===== config.mk =====
export PLATFORM = sky130hd
export DESIGN_NAME = power_domain_sequencer
export DESIGN_NICKNAME = d
export VERILOG_FILES = /design/src/rtl/pds_pkg.sv /design/src/rtl/pds_regs.sv /design/src/rtl/pds_seq.sv /design/src/rtl/power_domain_sequencer.sv
export SDC_FILE = /design/constraint.sdc
export NUM_CORES = 1
export LEC_CHECK = 0
export CORE_AREA = 4 4 279 226
export DETAILED_ROUTE_END_ITERATION = 7
export DIE_AREA = 0 0 283 230
export PLACE_DENSITY = 0.52
export SLEW_MARGIN = 10
export SYNTH_ARGS = -nofsm -noshare
export SYNTH_HDL_FRONTEND = slang
export SYNTH_SLANG_ARGS = --single-unit
export TNS_END_PERCENT = 100

===== constraint.sdc =====
create_clock -name clk -period 4.8 [get_ports clk]
set_input_delay 0.96 -clock clk [delete_from_list [all_inputs] [get_ports clk]]
set_output_delay 0.96 -clock clk [all_outputs]
set_load 0.05 [all_outputs]

===== src/rtl/pds_pkg.sv =====
package pds_pkg;
  localparam int REG_W = 32;

  localparam logic [6:0] OFS_WAIT   = 7'h14;
  localparam logic [6:0] OFS_DNDLY  = 7'h18;
  localparam logic [6:0] OFS_UPDLY  = 7'h1C;
  localparam logic [6:0] OFS_CMD    = 7'h20;
  localparam logic [6:0] OFS_STAT   = 7'h24;
  localparam logic [6:0] OFS_AUTO   = 7'h2C;

  localparam logic [1:0] CMD_UP   = 2'd1;
  localparam logic [1:0] CMD_DOWN = 2'd2;
  localparam logic [1:0] ST_ON    = 2'd1;
  localparam logic [1:0] ST_OFF   = 2'd2;

  typedef enum logic [1:0] {PH_IDLE, PH_STEP0, PH_STEP1, PH_STEP2} phase_e;

  typedef struct packed {
    logic       cmdWr;
    logic [1:0] cmdCode;
  } cmdStrobe_t;
endpackage


===== src/rtl/pds_regs.sv =====
module pds_regs
  import pds_pkg::*;
#(
  parameter int NUM_DOM = 3,
  parameter int ADDR_W  = 12,
  parameter int CNT_W   = 8,
  localparam int BANK_W = ADDR_W - 7,
  localparam int DLY_W  = 3 * CNT_W
) (
  input  logic                            clk,
  input  logic                            rstN,
  input  logic                            busWrite,
  input  logic [ADDR_W-1:0]               busAddr,
  input  logic [REG_W-1:0]                busWData,
  output logic [REG_W-1:0]                busRData,
  input  logic [NUM_DOM-1:0]              doneStb,
  input  logic [NUM_DOM-1:0]              busy,
  input  logic [NUM_DOM-1:0]              isOn,
  output cmdStrobe_t [NUM_DOM-1:0]        cmdStb,
  output logic [NUM_DOM-1:0][DLY_W-1:0]   upDly,
  output logic [NUM_DOM-1:0][DLY_W-1:0]   dnDly,
  output logic                            autoEnable
);
  logic [BANK_W-1:0] bankIdx;
  logic [6:0]        ofs;
  logic [REG_W-1:0]  rdVec [NUM_DOM];
  logic              autoReg;

  assign bankIdx = busAddr[ADDR_W-1:7];
  assign ofs     = busAddr[6:0];

  for (genvar d = 0; d < NUM_DOM; d++) begin : g_bank
    logic             hit;
    logic [REG_W-1:0] waitReg, upReg, dnReg;
    logic             doneFlag;

    assign hit = busWrite && (bankIdx == BANK_W'(d));

    always_ff @(posedge clk or negedge rstN) begin
      if (!rstN) begin
        waitReg <= '0;
        upReg   <= '0;
        dnReg   <= '0;
      end else if (hit) begin
        if (ofs == OFS_WAIT)  waitReg <= busWData;
        if (ofs == OFS_UPDLY) upReg   <= busWData;
        if (ofs == OFS_DNDLY) dnReg   <= busWData;
      end
    end

    // completion flag: set on done, write-one clears, set wins
    always_ff @(posedge clk or negedge rstN) begin
      if (!rstN)                                    doneFlag <= 1'b0;
      else if (doneStb[d])                          doneFlag <= 1'b1;
      else if (hit && ofs == OFS_STAT && busWData[1]) doneFlag <= 1'b0;
    end

    assign cmdStb[d].cmdWr   = hit && (ofs == OFS_CMD);
    assign cmdStb[d].cmdCode = busWData[1:0];
    assign upDly[d] = upReg[DLY_W-1:0];
    assign dnDly[d] = dnReg[DLY_W-1:0];

    always_comb begin
      rdVec[d] = '0;
      case (ofs)
        OFS_WAIT:  rdVec[d] = waitReg;
        OFS_UPDLY: rdVec[d] = upReg;
        OFS_DNDLY: rdVec[d] = dnReg;
        OFS_STAT:  rdVec[d] = {14'b0, (isOn[d] ? ST_ON : ST_OFF), 12'b0,
                               busy[d], 1'b0, doneFlag, 1'b0};
        OFS_AUTO:  rdVec[d] = (d == 0) ? {31'b0, autoReg} : '0;
        default:   rdVec[d] = '0;
      endcase
    end

    // a done strobe always leaves the flag set
    p_flag_after_done_r6: assert property (@(posedge clk) disable iff (!rstN)
      doneStb[d] |=> doneFlag);
  end

  always_ff @(posedge clk or negedge rstN) begin
    if (!rstN) autoReg <= 1'b0;
    else if (busWrite && bankIdx == '0 && ofs == OFS_AUTO) autoReg <= busWData[0];
  end
  assign autoEnable = autoReg;

  always_comb begin
    busRData = '0;
    for (int d = 0; d < NUM_DOM; d++)
      if (bankIdx == BANK_W'(d)) busRData = rdVec[d];
  end
endmodule


===== src/rtl/pds_seq.sv =====
module pds_seq
  import pds_pkg::*;
#(
  parameter int NUM_DOM  = 3,
  parameter int CNT_W    = 8,
  parameter int AUTO_DOM = 0,
  localparam int DLY_W   = 3 * CNT_W
) (
  input  logic                          clk,
  input  logic                          rstN,
  input  cmdStrobe_t [NUM_DOM-1:0]      cmdStb,
  input  logic [NUM_DOM-1:0][DLY_W-1:0] upDly,
  input  logic [NUM_DOM-1:0][DLY_W-1:0] dnDly,
  input  logic                          autoEnable,
  input  logic                          cpuWfi,
  output logic [NUM_DOM-1:0]            doneStb,
  output logic [NUM_DOM-1:0]            busy,
  output logic [NUM_DOM-1:0]            isOn,
  output logic [NUM_DOM-1:0]            isoEn,
  output logic [NUM_DOM-1:0]            rstAssert,
  output logic [NUM_DOM-1:0]            pwrEn
);
  for (genvar d = 0; d < NUM_DOM; d++) begin : g_dom
    phase_e           phase;
    logic [CNT_W-1:0] cnt;
    logic             onReg, goingUp, isoR, rstR, pwrR;
    logic             idle, wantUp, wantDown, autoTrig, startUp, startDown;
    logic             echo, lastStep;
    logic [DLY_W-1:0] runDly;

    assign idle     = (phase == PH_IDLE);
    assign autoTrig = (d == AUTO_DOM) && autoEnable && cpuWfi && !cmdStb[d].cmdWr;
    assign wantUp   = cmdStb[d].cmdWr && cmdStb[d].cmdCode == CMD_UP;
    assign wantDown = (cmdStb[d].cmdWr && cmdStb[d].cmdCode == CMD_DOWN) || (autoTrig && onReg);
    assign startUp   = idle && wantUp && !onReg;
    assign startDown = idle && wantDown && onReg;
    assign echo      = idle && ((wantUp && onReg) || (wantDown && !onReg));
    assign lastStep  = (phase == PH_STEP2) && (cnt == '0);
    assign runDly    = goingUp ? upDly[d] : dnDly[d];

    always_ff @(posedge clk or negedge rstN) begin
      if (!rstN) begin
        phase   <= PH_IDLE;
        cnt     <= '0;
        onReg   <= 1'b0;
        goingUp <= 1'b0;
        isoR    <= 1'b1;
        rstR    <= 1'b1;
        pwrR    <= 1'b0;
      end else begin
        case (phase)
          PH_IDLE: begin
            if (startUp) begin
              pwrR    <= 1'b1;
              cnt     <= upDly[d][0 +: CNT_W];
              goingUp <= 1'b1;
              phase   <= PH_STEP0;
            end else if (startDown) begin
              isoR    <= 1'b1;
              cnt     <= dnDly[d][0 +: CNT_W];
              goingUp <= 1'b0;
              phase   <= PH_STEP0;
            end
          end
          PH_STEP0: begin
            if (cnt != '0) cnt <= cnt - 1'b1;
            else begin
              rstR  <= !goingUp;
              cnt   <= runDly[CNT_W +: CNT_W];
              phase <= PH_STEP1;
            end
          end
          PH_STEP1: begin
            if (cnt != '0) cnt <= cnt - 1'b1;
            else begin
              if (goingUp) isoR <= 1'b0;
              else         pwrR <= 1'b0;
              cnt   <= runDly[2*CNT_W +: CNT_W];
              phase <= PH_STEP2;
            end
          end
          default: begin
            if (cnt != '0) cnt <= cnt - 1'b1;
            else begin
              onReg <= goingUp;
              phase <= PH_IDLE;
            end
          end
        endcase
      end
    end

    assign doneStb[d]   = lastStep || echo;
    assign busy[d]      = !idle;
    assign isOn[d]      = onReg;
    assign isoEn[d]     = isoR;
    assign rstAssert[d] = rstR;
    assign pwrEn[d]     = pwrR;

    // safe ordering of the three pins
    p_reset_needs_iso_r13: assert property (@(posedge clk) disable iff (!rstN)
      rstR |-> isoR);
    p_unpowered_in_reset_r13: assert property (@(posedge clk) disable iff (!rstN)
      !pwrR |-> rstR);
    // at rest the pins agree with the reported state
    p_idle_pins_match_r5: assert property (@(posedge clk) disable iff (!rstN)
      idle |-> (onReg ? (pwrR && !isoR && !rstR) : (!pwrR && isoR && rstR)));
    // a write during a sequence does not change its direction
    p_busy_write_dropped_r10: assert property (@(posedge clk) disable iff (!rstN)
      (!idle && cmdStb[d].cmdWr) |=> (goingUp == $past(goingUp)));
    // without a command or an auto trigger an idle domain stays idle
    p_no_spontaneous_start_r11: assert property (@(posedge clk) disable iff (!rstN)
      (idle && !cmdStb[d].cmdWr && !autoTrig) |=> (phase == PH_IDLE));
  end
endmodule


===== src/rtl/power_domain_sequencer.sv =====
module power_domain_sequencer
  import pds_pkg::*;
#(
  parameter int NUM_DOM  = 3,
  parameter int ADDR_W   = 12,
  parameter int CNT_W    = 8,
  parameter int AUTO_DOM = 0,
  localparam int DLY_W   = 3 * CNT_W
) (
  input  logic               clk,
  input  logic               rstN,
  input  logic               busWrite,
  input  logic [ADDR_W-1:0]  busAddr,
  input  logic [31:0]        busWData,
  output logic [31:0]        busRData,
  input  logic               cpuWfi,
  output logic [NUM_DOM-1:0] isoEn,
  output logic [NUM_DOM-1:0] rstAssert,
  output logic [NUM_DOM-1:0] pwrEn
);
  cmdStrobe_t [NUM_DOM-1:0]        cmdStb;
  logic [NUM_DOM-1:0][DLY_W-1:0]   upDly, dnDly;
  logic [NUM_DOM-1:0]              doneStb, busy, isOn;
  logic                            autoEnable;

  pds_regs #(.NUM_DOM(NUM_DOM), .ADDR_W(ADDR_W), .CNT_W(CNT_W)) i_regs (
    .clk(clk), .rstN(rstN), .busWrite(busWrite), .busAddr(busAddr),
    .busWData(busWData), .busRData(busRData), .doneStb(doneStb), .busy(busy),
    .isOn(isOn), .cmdStb(cmdStb), .upDly(upDly), .dnDly(dnDly),
    .autoEnable(autoEnable));

  pds_seq #(.NUM_DOM(NUM_DOM), .CNT_W(CNT_W), .AUTO_DOM(AUTO_DOM)) i_seq (
    .clk(clk), .rstN(rstN), .cmdStb(cmdStb), .upDly(upDly), .dnDly(dnDly),
    .autoEnable(autoEnable), .cpuWfi(cpuWfi), .doneStb(doneStb), .busy(busy),
    .isOn(isOn), .isoEn(isoEn), .rstAssert(rstAssert), .pwrEn(pwrEn));
endmodule


==> metrics.md <==
| Metric | Value |
|---|---|
| Clock sink total | 337 |
| Rel. slew slack | between 20% and 30% |
| Maximum vdd drop | around 0.23 mV |
| R2R setup slack | roughly 1500 ps |
| Placeable Area | around 61000 um^2 |
| Detail Placement HPWL | approximately 40 mm |
| Clk pwr share | a little over a third |
| Clock Pin Slew Worst Setup and Hold Paths | 60 ps |
| Most numerous cell in the Yosys netlist | mux2_2 |
| Worst-Margin Slew | about 1100 ps |
| NetSw | approximately 0.0027 W |
| Met2 Use GR | between 20% and 30% |
| All-Layer GR Usage | 18.68% |
| Combinational share of power | between 20% and 30% |
| H-tree Lvls | 2 |
| Initial antenna violation count | 1 |
| GR peak layer | met2 |
| Grt met1 use | between 20% and 30% |
| Cts bufs inserted | 37 |
| Most frequent cells after synthesis | mux2_2 (342), dfrtp_1 (331), nand2_1 (144), o21ai_0 (99), nor2_1 (79) |
| CTS tree | done |
| Nets | around 1.7k |
| Ant. Diodes | 0 |
| Final worst path period share | 96.03% |
| Switching share of total power | about 33% |
| DR iter-0 viols | approximately 1.2k |
| CP Capture Type | output pin |
| Vias in the first global route | between 10k and 15k |
| Rows | between 80 and 90 |
| Critical Path Slowest Stage Cell | o21ai_4 |
| Worst-Skew Late Latency | ~550 ps |
| Number of synthesized flops with an enable pin | 0 |
| CTS Buffer Depth | 3 |
| WP data required | around 3800 ps |
| Post-layout minimum cycle time | ~4600 ps |
| Top cells by area, synth | dfrtp_1 (46%), mux2_2 (21%), a22oi_1 (3.2%) |
| Ys flop type | dfrtp_1 |
| Crit path kind | in -> out |
| Port buffer count | 88 |
| # DRC | 0 |
| Int Power | 0.005460 W |
| Setup violations, final | 0 |
| Met3 GRT Util | 4.301% |
| Peak fanout along the critical path | 24 |
| Post-synth top area cell | dfrtp_1 |
| Post-CTS Hold Fix Bufs | 0 |
| DP Area | 20220 um^2 |
| Sequential share of power | approximately two fifths |
| Congestion Overflow GR | 0 |
| Die area | 65090 um^2 |
| Final Non-Filler Cells | 2495 |
| CTS root buf | clkbuf_16 |
| Hold WC Path Type | in -> async |
| FMAX | about 220 MHz |
| Initial core utilization | between 20% and 30% |
| Count of pins over their slew limit | 0 |
| Vias per cell | about 5.5 |
| Cell Area, Synth | 17940 um^2 |
| Synth top area share | a little under half |
| Post-Synthesis Cells | about 1.6k |
| DP Cell Count | between 2k and 2.5k |
| Postcts setup bufs | 0 |
| 1st-pass router iterations | 5 |
| Synth Net Count | 1692 |
| Arrival @ worst endpoint | approximately 3700 ps |
| Pwr dens | 381.1 nW/um^2 |
| Outcome | completed |
| Post-synthesis sequential area ratio | a little under half |
| Total negative setup slack | 0 ps |
| RSZ-0062 raised after global routing | false |
| Most frequent CP cell | buf_4 |
| Die extent in y | approximately 230 um |
| Final instance area | approximately 21000 um^2 |
| Mean Syn Cell Area | between 10 and 15 um^2 |
| Yosys cell types | 74 |
| Antenna Nets Post-Route | 0 |
| RePlAce Congestion | a little under 0.9 |
| Via count | between 10k and 15k |
| Async set-or-reset flop fraction in the synthesized netlist | 100.0% |
| WHS | ~450 ps |
| Leakage dissipation | roughly 9.5 nW |
| First-pass GRT wire length | between 90 and 100 mm |
| Synth warnings | 0 |
| Largest net degree at the start of global routing | 94 |
| Layout cells sized above 1 | a little under a third |
| Crit-path max cell delay | between 800 and 900 ps |
| Startpoint class of the critical path | input pin |
| DIE WIDTH | 283 um |
| Synth-to-layout area growth | 19.60% |
| Flops & latches, synth | around 340 |
| I/O Pins | 89 |
| Max_cap viols | 0 |
| Post-Route WL | roughly 62 mm |
| DR WL/cell | 24.75 um |
| Worst Skew | 23.89 ps |
| Final hold vios | 0 |
| PostCTS Resize Cnt | 0 |
| Worst path cell trace | clkdlybuf4s50_1 -> nor3b_2 -> nor4b_1 -> buf_4 -> o21ai_4 -> buf_4 -> a21oi_1 -> a221o_1 -> buf_12 |
## metal layers
layer / vias to the layer above / part of all wire [%] / wire [um]
li1: 6126 / - / -
met1: 7206 / 48 / 29630
met2: 403 / 43 / 26790
met3: 78 / 6.6 / 4103
met4: 0 / 2.0 / 1219
met5: - / 0 / 0
## flip-flops by register name, indices dropped and copies added, names as in the netlist, 6 cells and up
signal / flops
i_regs.g_bank.dnReg: 96
i_regs.g_bank.upReg: 96
i_regs.g_bank.waitReg: 96
i_seq.g_dom.cnt: 24
i_seq.g_dom.phase: 6
## area by class of cell
cell class | count | area [um^2]
clock buffer | 56 | 1109
multi-input combinational | 1138 | 8956
sequential | 337 | 8441
timing repair buffer | 143 | 1754
fill | 5980 | 39050
clock inverter | 10 | 123.9
tap | 788 | 985.9
inverter | 23 | 86.33
## cells by family (layout without fill, tap and decap cells)
group	Yosys count	count (layout)	synth area share, %
fa+ha+maj	21	21	1.465
buf+inv	148	232	3.438
mux	385	385	23.87
flops	337	337	47.05
xor+xnor	11	11	0.5370
compound gates	378	378	14.60
simple gates	343	343	9.046
## power groups by stage
stage               Sequential (W)  Clock (W)  Combinational, W
finish                     0.00317    0.00294           0.00207
global route               0.00319    0.00314           0.00228
CTS                        0.00316    0.00300           0.00205
detailed placement         0.00321          0           0.00204
global placement           0.00320          0           0.00202
floorplan                  0.00316          0           0.00144
## through the flow
stage          util (%)  total power (W)  setup slack [ps]
2_1_floorplan         -         0.004596             528.6
3_3_place_gp      33.42         0.005225             248.2
3_5_place_dp      33.42         0.005254             228.4
4_1_cts           35.46         0.008214             211.8
5_1_grt           35.46         0.008602             97.04
6_report          35.46         0.008177             190.5
## layout by cell type (no fill, tap or decap), drive strengths merged, types with 28 or more instances in the layout
cell | netlist | final
a21oi | 57 | 57
mux2i | 43 | 43
clkbuf | 75 | 56
mux2 | 342 | 342
clkdlybuf4s50 | 0 | 54
nor2 | 79 | 79
nand2 | 144 | 144
a22oi | 77 | 77
buf | 50 | 89
dfrtp | 331 | 331
o21ai | 101 | 101
nor3 | 28 | 28
## worst paths after layout
check | from | to | cells after the start
min in group clk | i_seq.g_dom[1].goingUp$_DFFE_PN0P_ | i_seq.g_dom[1].rstR$_DFFE_PN1P_ | 1
max | busAddr[4] | busRData[21] | 9
max in group asynchronous | rstN | i_regs.g_bank[1].upReg[1]$_DFFE_PN0P_ | 2
min | rstN | i_regs.g_bank[0].waitReg[3]$_DFFE_PN0P_ | 1
max reg2reg | i_seq.g_dom[1].phase[0]$_DFFE_PN0P_ | i_seq.g_dom[1].cnt[0]$_DFFE_PN0P_ | 7
min reg2reg | i_seq.g_dom[1].goingUp$_DFFE_PN0P_ | i_seq.g_dom[1].rstR$_DFFE_PN1P_ | 1
## worst max-delay path, delay by kind of cell
kind / cells / cell delay (ps)
buffers and inverters: 4 / 1120
AO/OA/AOI/OAI: 3 / 1200
AND/OR/NAND/NOR: 2 / 340
Note: power is estimated with default switching activity, not from simulation.
